File: config.mk
export PLATFORM = sky130hd
export DESIGN_NAME = dual_pll_ctrl
export DESIGN_NICKNAME = d
export VERILOG_FILES = /design/src/rtl/dpll_pkg.sv /design/src/rtl/dpll_cfg_regs.sv /design/src/rtl/dpll_clk_switch.sv /design/src/rtl/dual_pll_ctrl.sv
export SDC_FILE = /design/constraint.sdc
export NUM_CORES = 1
export LEC_CHECK = 0
export ABC_AREA = 0
export BUFFER_PORTS_ARGS = -buffer_cell sky130_fd_sc_hd__buf_2
export CORE_ASPECT_RATIO = 1.2
export CORE_UTILIZATION = 38
export DETAILED_ROUTE_END_ITERATION = 10
export PLACE_DENSITY = 0.8
export SYNTH_ARGS = -nofsm -noshare
export SYNTH_HDL_FRONTEND = slang
export SYNTH_SLANG_ARGS = --single-unit
File: constraint.sdc
create_clock -name clk_i -period 2.2 [get_ports clk_i]
set_input_delay 0.44 -clock clk_i [delete_from_list [all_inputs] [get_ports clk_i]]
set_output_delay 0.44 -clock clk_i [all_outputs]
set_load 0.02 [all_outputs]
File: src/rtl/dpll_pkg.sv
package dpll_pkg;
  localparam int REG_W     = 32;
  localparam int MULT_W    = 5;
  localparam int RANGE_W   = 2;
  localparam int PIN_W     = MULT_W + RANGE_W;
  localparam int SEL_BIT   = PIN_W;
  localparam int STAT_BIT  = PIN_W + 1;
  localparam int P0INT_BIT = PIN_W + 2;
  localparam int P0M_LSB   = P0INT_BIT + 1;
  localparam int P0R_LSB   = P0M_LSB + MULT_W;
  localparam int P1M_LSB   = P0R_LSB + RANGE_W;
  localparam int P1R_LSB   = P1M_LSB + MULT_W;
  localparam int NUM_SRC   = 2;

  typedef struct packed {
    logic [MULT_W-1:0]  mult;
    logic [RANGE_W-1:0] range;
  } pll_cfg_t;

  typedef enum logic {SW_IDLE, SW_GAP} sw_state_e;
endpackage

File: src/rtl/dpll_cfg_regs.sv
module dpll_cfg_regs
  import dpll_pkg::*;
(
  input  logic             clk_i,
  input  logic             rst_ni,
  input  logic             wr_en_i,
  input  logic [REG_W-1:0] wr_data_i,
  input  pll_cfg_t         pin_cfg_i,
  input  logic             active_i,
  output logic [REG_W-1:0] rd_data_o,
  output logic             sel_req_o,
  output pll_cfg_t         pll0_cfg_o,
  output pll_cfg_t         pll1_cfg_o
);
  logic     sel_q, p0int_q;
  pll_cfg_t p0_q, p1_q;

  always_ff @(posedge clk_i or negedge rst_ni) begin
    if (!rst_ni) begin
      sel_q   <= 1'b0;
      p0int_q <= 1'b0;
      p0_q    <= '0;
      p1_q    <= '0;
    end else if (wr_en_i) begin
      sel_q      <= wr_data_i[SEL_BIT];
      p0int_q    <= wr_data_i[P0INT_BIT];
      p0_q.mult  <= wr_data_i[P0M_LSB +: MULT_W];
      p0_q.range <= wr_data_i[P0R_LSB +: RANGE_W];
      p1_q.mult  <= wr_data_i[P1M_LSB +: MULT_W];
      p1_q.range <= wr_data_i[P1R_LSB +: RANGE_W];
    end
  end

  always_comb begin
    rd_data_o                        = '0;
    rd_data_o[MULT_W-1:0]            = pin_cfg_i.mult;
    rd_data_o[MULT_W +: RANGE_W]     = pin_cfg_i.range;
    rd_data_o[SEL_BIT]               = sel_q;
    rd_data_o[STAT_BIT]              = active_i;
    rd_data_o[P0INT_BIT]             = p0int_q;
    rd_data_o[P0M_LSB +: MULT_W]     = p0_q.mult;
    rd_data_o[P0R_LSB +: RANGE_W]    = p0_q.range;
    rd_data_o[P1M_LSB +: MULT_W]     = p1_q.mult;
    rd_data_o[P1R_LSB +: RANGE_W]    = p1_q.range;
  end

  assign sel_req_o  = sel_q;
  assign pll0_cfg_o = p0int_q ? p0_q : pin_cfg_i;
  assign pll1_cfg_o = p1_q;

  AST_WR_CAPTURE: assert property (@(posedge clk_i) disable iff (!rst_ni)
    wr_en_i |=> sel_req_o == $past(wr_data_i[SEL_BIT]));
endmodule

File: src/rtl/dpll_clk_switch.sv
module dpll_clk_switch
  import dpll_pkg::*;
(
  input  logic               clk_i,
  input  logic               rst_ni,
  input  logic               sel_req_i,
  input  logic [NUM_SRC-1:0] lock_i,
  input  logic [NUM_SRC-1:0] src_on_i,
  output logic [NUM_SRC-1:0] clk_en_o,
  output logic               active_o
);
  sw_state_e state_q;
  logic      target, go;

  assign target = ~active_o;
  // new source must be locked and not programmed to clock-off
  assign go = (sel_req_i != active_o) && lock_i[target] && src_on_i[target];

  always_ff @(posedge clk_i or negedge rst_ni) begin
    if (!rst_ni) begin
      state_q  <= SW_IDLE;
      active_o <= 1'b0;
      clk_en_o <= 2'b01;
    end else begin
      case (state_q)
        SW_IDLE: if (go) begin
          state_q  <= SW_GAP;
          clk_en_o <= '0;
        end
        SW_GAP: begin
          state_q  <= SW_IDLE;
          active_o <= target;
          clk_en_o <= target ? 2'b10 : 2'b01;
        end
        default: state_q <= SW_IDLE;
      endcase
    end
  end

  AST_EN_ONEHOT: assert property (@(posedge clk_i) disable iff (!rst_ni)
    $onehot0(clk_en_o));
  AST_BREAK_GAP: assert property (@(posedge clk_i) disable iff (!rst_ni)
    (clk_en_o != '0 && $past(clk_en_o) != '0) |-> clk_en_o == $past(clk_en_o));
  AST_GAP_ONE: assert property (@(posedge clk_i) disable iff (!rst_ni)
    state_q == SW_GAP |=> state_q == SW_IDLE && clk_en_o != '0);
  AST_LOCK_GATE: assert property (@(posedge clk_i) disable iff (!rst_ni)
    $rose(clk_en_o[1]) |-> $past(lock_i[1], 2) && $past(src_on_i[1], 2));
endmodule

File: src/rtl/dual_pll_ctrl.sv
module dual_pll_ctrl
  import dpll_pkg::*;
(
  input  logic               clk_i,
  input  logic               rst_ni,
  input  logic               wr_en_i,
  input  logic [REG_W-1:0]   wr_data_i,
  output logic [REG_W-1:0]   rd_data_o,
  input  logic [MULT_W-1:0]  pin_mult_i,
  input  logic [RANGE_W-1:0] pin_range_i,
  input  logic [NUM_SRC-1:0] lock_i,
  output logic [MULT_W-1:0]  pll0_mult_o,
  output logic [RANGE_W-1:0] pll0_range_o,
  output logic [MULT_W-1:0]  pll1_mult_o,
  output logic [RANGE_W-1:0] pll1_range_o,
  output logic [NUM_SRC-1:0] clk_en_o,
  output logic               clk_sel_o
);
  pll_cfg_t pin_cfg, p0_cfg, p1_cfg;
  logic     sel_req, active;
  logic [NUM_SRC-1:0] src_on;

  assign pin_cfg.mult  = pin_mult_i;
  assign pin_cfg.range = pin_range_i;

  dpll_cfg_regs u_regs (
    .clk_i(clk_i), .rst_ni(rst_ni), .wr_en_i(wr_en_i), .wr_data_i(wr_data_i),
    .pin_cfg_i(pin_cfg), .active_i(active), .rd_data_o(rd_data_o),
    .sel_req_o(sel_req), .pll0_cfg_o(p0_cfg), .pll1_cfg_o(p1_cfg)
  );

  assign src_on = {p1_cfg.mult != '0, p0_cfg.mult != '0};

  dpll_clk_switch u_sw (
    .clk_i(clk_i), .rst_ni(rst_ni), .sel_req_i(sel_req), .lock_i(lock_i),
    .src_on_i(src_on), .clk_en_o(clk_en_o), .active_o(active)
  );

  assign pll0_mult_o  = p0_cfg.mult;
  assign pll0_range_o = p0_cfg.range;
  assign pll1_mult_o  = p1_cfg.mult;
  assign pll1_range_o = p1_cfg.range;
  assign clk_sel_o    = active;
endmodule

==> reports/qor.txt <==
RUN STATUS
--------------------------------------------------------------------------------------------------
Run status .......................................................................... finished, final reports clean

ROUTE
--------------------------------------------------------------------------------------------------
Number of nets with antenna violations after detailed routing .......................            0
WL final ............................................................................      2160 um
Number of vias in the routed layout .................................................          819
Number of remaining DRC errors ......................................................            0
Mean number of vias per cell ........................................................         4.68
Number of detailed-routing iterations run before antenna repair .....................            4
Starting DRC count in detailed routing ..............................................           18
Wire length per cell after detailed routing .........................................      12.4 um

LOGIC SYNTHESIS
--------------------------------------------------------------------------------------------------
Top post-synthesis cells by count ................................................... 25 x sky130_fd_sc_hd__buf_4, 22 x sky130_fd_sc_hd__mux2_2, 19 x sky130_fd_sc_hd__dfrtp_1
Proportion of synthesized flip-flops having asynchronous set or reset ...............         100%
Warnings, synthesis .................................................................            0
Dominant synthesized flop cell ...................................................... sky130_fd_sc_hd__dfrtp_1
Main area contributors after synthesis .............................................. sky130_fd_sc_hd__dfrtp_1 43%, sky130_fd_sc_hd__mux2_2 22%, sky130_fd_sc_hd__buf_4 17%
Library cell with the highest instance count after synthesis ........................ sky130_fd_sc_hd__buf_4
Synthesized netlist cell count ......................................................           91
Area fraction of the dominant cell type after synthesis .............................        43.1%
Number of synthesized register bits .................................................           20
Mapped Avg Cell Area ................................................................    12.1 um^2
Synth area leader ................................................................... sky130_fd_sc_hd__dfrtp_1
Number of enable-type register cells in the synthesized netlist .....................            0
Synth Cell Area ..................................................................... 0.00110 mm^2
Seq/Total Area, Yosys ...............................................................        45.5%
Distinct cell type count of the synthesized netlist .................................           25

CRITICAL PATH
--------------------------------------------------------------------------------------------------
Required time at the endpoint of the critical path ..................................      1.76 ns
Crit Reg-Reg Startpoint ............................................................. u_regs.p0int_q
Data arrival time of the critical path ..............................................      1.47 ns
Reg2Reg Depth .......................................................................            4
Slack of the worst reg-to-reg path ..................................................      0.45 ns
Nature of the critical path startpoint ..............................................    flip-flop
Endpoint kind of the worst setup timing path ........................................  output port
Category of the most critical setup path ............................................      reg2out
Capturing point of the worst reg2reg path ........................................... u_sw.clk_en_o[0]
Worst-path fanout max ...............................................................           11

FLOORPLAN
--------------------------------------------------------------------------------------------------
Number of rows created at floorplan .................................................           21
Io pins .............................................................................           93
Vertical die dimension ..............................................................        61 um
Area of the core region ............................................................. 0.00279 mm^2
Overall die area .................................................................... 0.00312 mm^2
Effective utilization at floorplan ..................................................        39.6%
Die Wd ..............................................................................      51.2 um

PWR
--------------------------------------------------------------------------------------------------
Leakage .............................................................................     0.694 nW
Power density cells .................................................................  803 mW/mm^2
Worst IR drop on VDD ................................................................     0.433 mV
Overall power consumption ...........................................................      1.07 mW

STA
--------------------------------------------------------------------------------------------------
Shortest period the worst path allows ...............................................      1.91 ns
Total of endpoints with negative setup slack in the final report ....................            0
Max Clock Skew ......................................................................   0.00516 ns
Maximum clock rate ..................................................................    0.525 GHz
Final Hold Fails ....................................................................            0
Hold Worst Slack ....................................................................    0.0737 ns
Number of pins exceeding their max-slew limit in the final report ...................            0
Post-route setup TNS ................................................................         0 ns
Setup repair after global routing missed its margin .................................        false
Crit path setup slack, layout .......................................................     0.294 ns
Final critical-path share of the clock period .......................................        86.6%

PLACE
--------------------------------------------------------------------------------------------------
Routability Congestion ..............................................................        0.661
Quantity of I/O buffers inserted on ports ...........................................           68
Detailed placer's ending HPWL .......................................................      1700 um
Worst slack after detailed placement ................................................     0.475 ns

CLOCKING
--------------------------------------------------------------------------------------------------
Clock transition time at the flip-flop clock pins of the worst setup and hold paths .      0.11 ns
Number of buffers on the longest clock path .........................................            2
CTS Buf Count .......................................................................            3
Clock latency of the later-clocked register in the worst-skew pair ..................      0.29 ns
Number of clock sinks ...............................................................           20
Post-cts repair resize count ........................................................            0
H-Tree Level Count ..................................................................            1
Root buffer cell .................................................................... sky130_fd_sc_hd__clkbuf_4
Number of setup buffers added after CTS .............................................            0
Clock tree from TritonCTS ...........................................................         done
Hold buffer count at cts ............................................................            0

GLOBAL ROUTE
--------------------------------------------------------------------------------------------------
Number of global-route vias before repair ...........................................          735
Largest net degree at the start of global routing ...................................           21
Total routing usage reported by global routing ......................................        13.5%
Number of antenna violations at the first check in global routing ...................            0
Wire length of the first global-routing pass ........................................      3110 um
Total overflow reported by the global router ........................................            0

FINISH
--------------------------------------------------------------------------------------------------
Fraction of layout cells with a size suffix above 1 .................................        68.1%
Antenna Cells .......................................................................            0
Area grow syn2layout ................................................................        20.3%
Number of nets in the layout ........................................................          186

RUN
--------------------------------------------------------------------------------------------------
Max-cap check violation count .......................................................            0

MIN PATH
--------------------------------------------------------------------------------------------------
Tightest Hold Check Type ............................................................     in2async

==> through the flow <==
step / cell area, um^2 / util (%) / instances
3_5_place_dp: 1300 / 46.7 / 171
6_report: 1330 / 47.6 / 175
2_1_floorplan: 1130 / - / 98
4_1_cts: 1330 / 47.6 / 175
5_1_grt: 1330 / 47.6 / 175
3_3_place_gp: 1300 / 46.7 / 171
==> worst max path at each step <==
stage                               from          endpoint  slack [ns]  cells after the start
after floorplan           u_regs.p0int_q  u_sw.clk_en_o[0]        0.66                      5
after global placement    u_regs.p0int_q  u_sw.clk_en_o[0]        0.53                      4
final                     u_regs.p0int_q    pll0_mult_o[1]        0.29                      2
after detailed placement  u_regs.p0int_q  u_sw.clk_en_o[0]        0.48                      4
after CTS                 u_regs.p0int_q    pll0_mult_o[1]        0.29                      2
after global routing      u_regs.p0int_q    pll0_mult_o[4]        0.23                      3
==> registers in the layout, summed over array words and instances (netlist names) <==
name and flops:
u_regs.p0int_q 1, u_regs.pll1_cfg_o 7, u_regs.sel_req_o 1, u_sw.clk_en_o 2, u_sw.state_q 1, u_regs.rd_data_o 7
u_sw.active_o 1
==> logic make-up (layout without fill, tap and decap cells) <==
kind of cell / count (synthesis) / in the layout / share of synthesized area, %
muxes: 23 / 23 / 23.4
other: 1 / 8 / 0.340
AOI/OAI and AO/OA: 5 / 5 / 3.97
buffers and inverters: 31 / 74 / 19.9
and+or+nand+nor: 10 / 10 / 6.13
xor gates and xnor gates: 1 / 1 / 0.795
DFF: 20 / 20 / 45.5
==> layout make-up <==
| type | count | area (um^2) |
|---|---|---|
| fillers | 277 | 1460 |
| flip-flops and latches | 20 | 502 |
| multi-input cells | 47 | 408 |
| repair buffers | 68 | 340 |
| well taps | 34 | 42.5 |
| clock buffers | 4 | 26.3 |
| inverters | 2 | 7.51 |
==> layout by cell type, fill, tap and decap left out, types with 2 or more instances in the layout <==
cell type,n
sky130_fd_sc_hd__buf_2,68
sky130_fd_sc_hd__inv_1,2
sky130_fd_sc_hd__and3_1,2
sky130_fd_sc_hd__clkbuf_4,3
sky130_fd_sc_hd__nand3b_1,2
sky130_fd_sc_hd__dfrtp_1,19
sky130_fd_sc_hd__mux2_2,22
sky130_fd_sc_hd__conb_1,8
==> worst max-delay path: stages, from the launching register on <==
cell	delay [ns]
sky130_fd_sc_hd__dfrtp_1	0.62
sky130_fd_sc_hd__mux2_2	0.39
sky130_fd_sc_hd__buf_2	0.16
==> metal layers <==
layer	GRT usage, %	part of all wire [%]	vias to the layer above
met5	0	0	-
met2	25.2	55	34
met4	7.94	0.69	0
li1	-	-	381
met1	15.1	40	402
met3	0.752	3.7	2
==> power breakdown <==
group	switching (mW)	internal [mW]
registers	0.0685	0.431
clock network	0.105	0.0704
logic	0.231	0.160
Power figures use the tool's default switching activity.
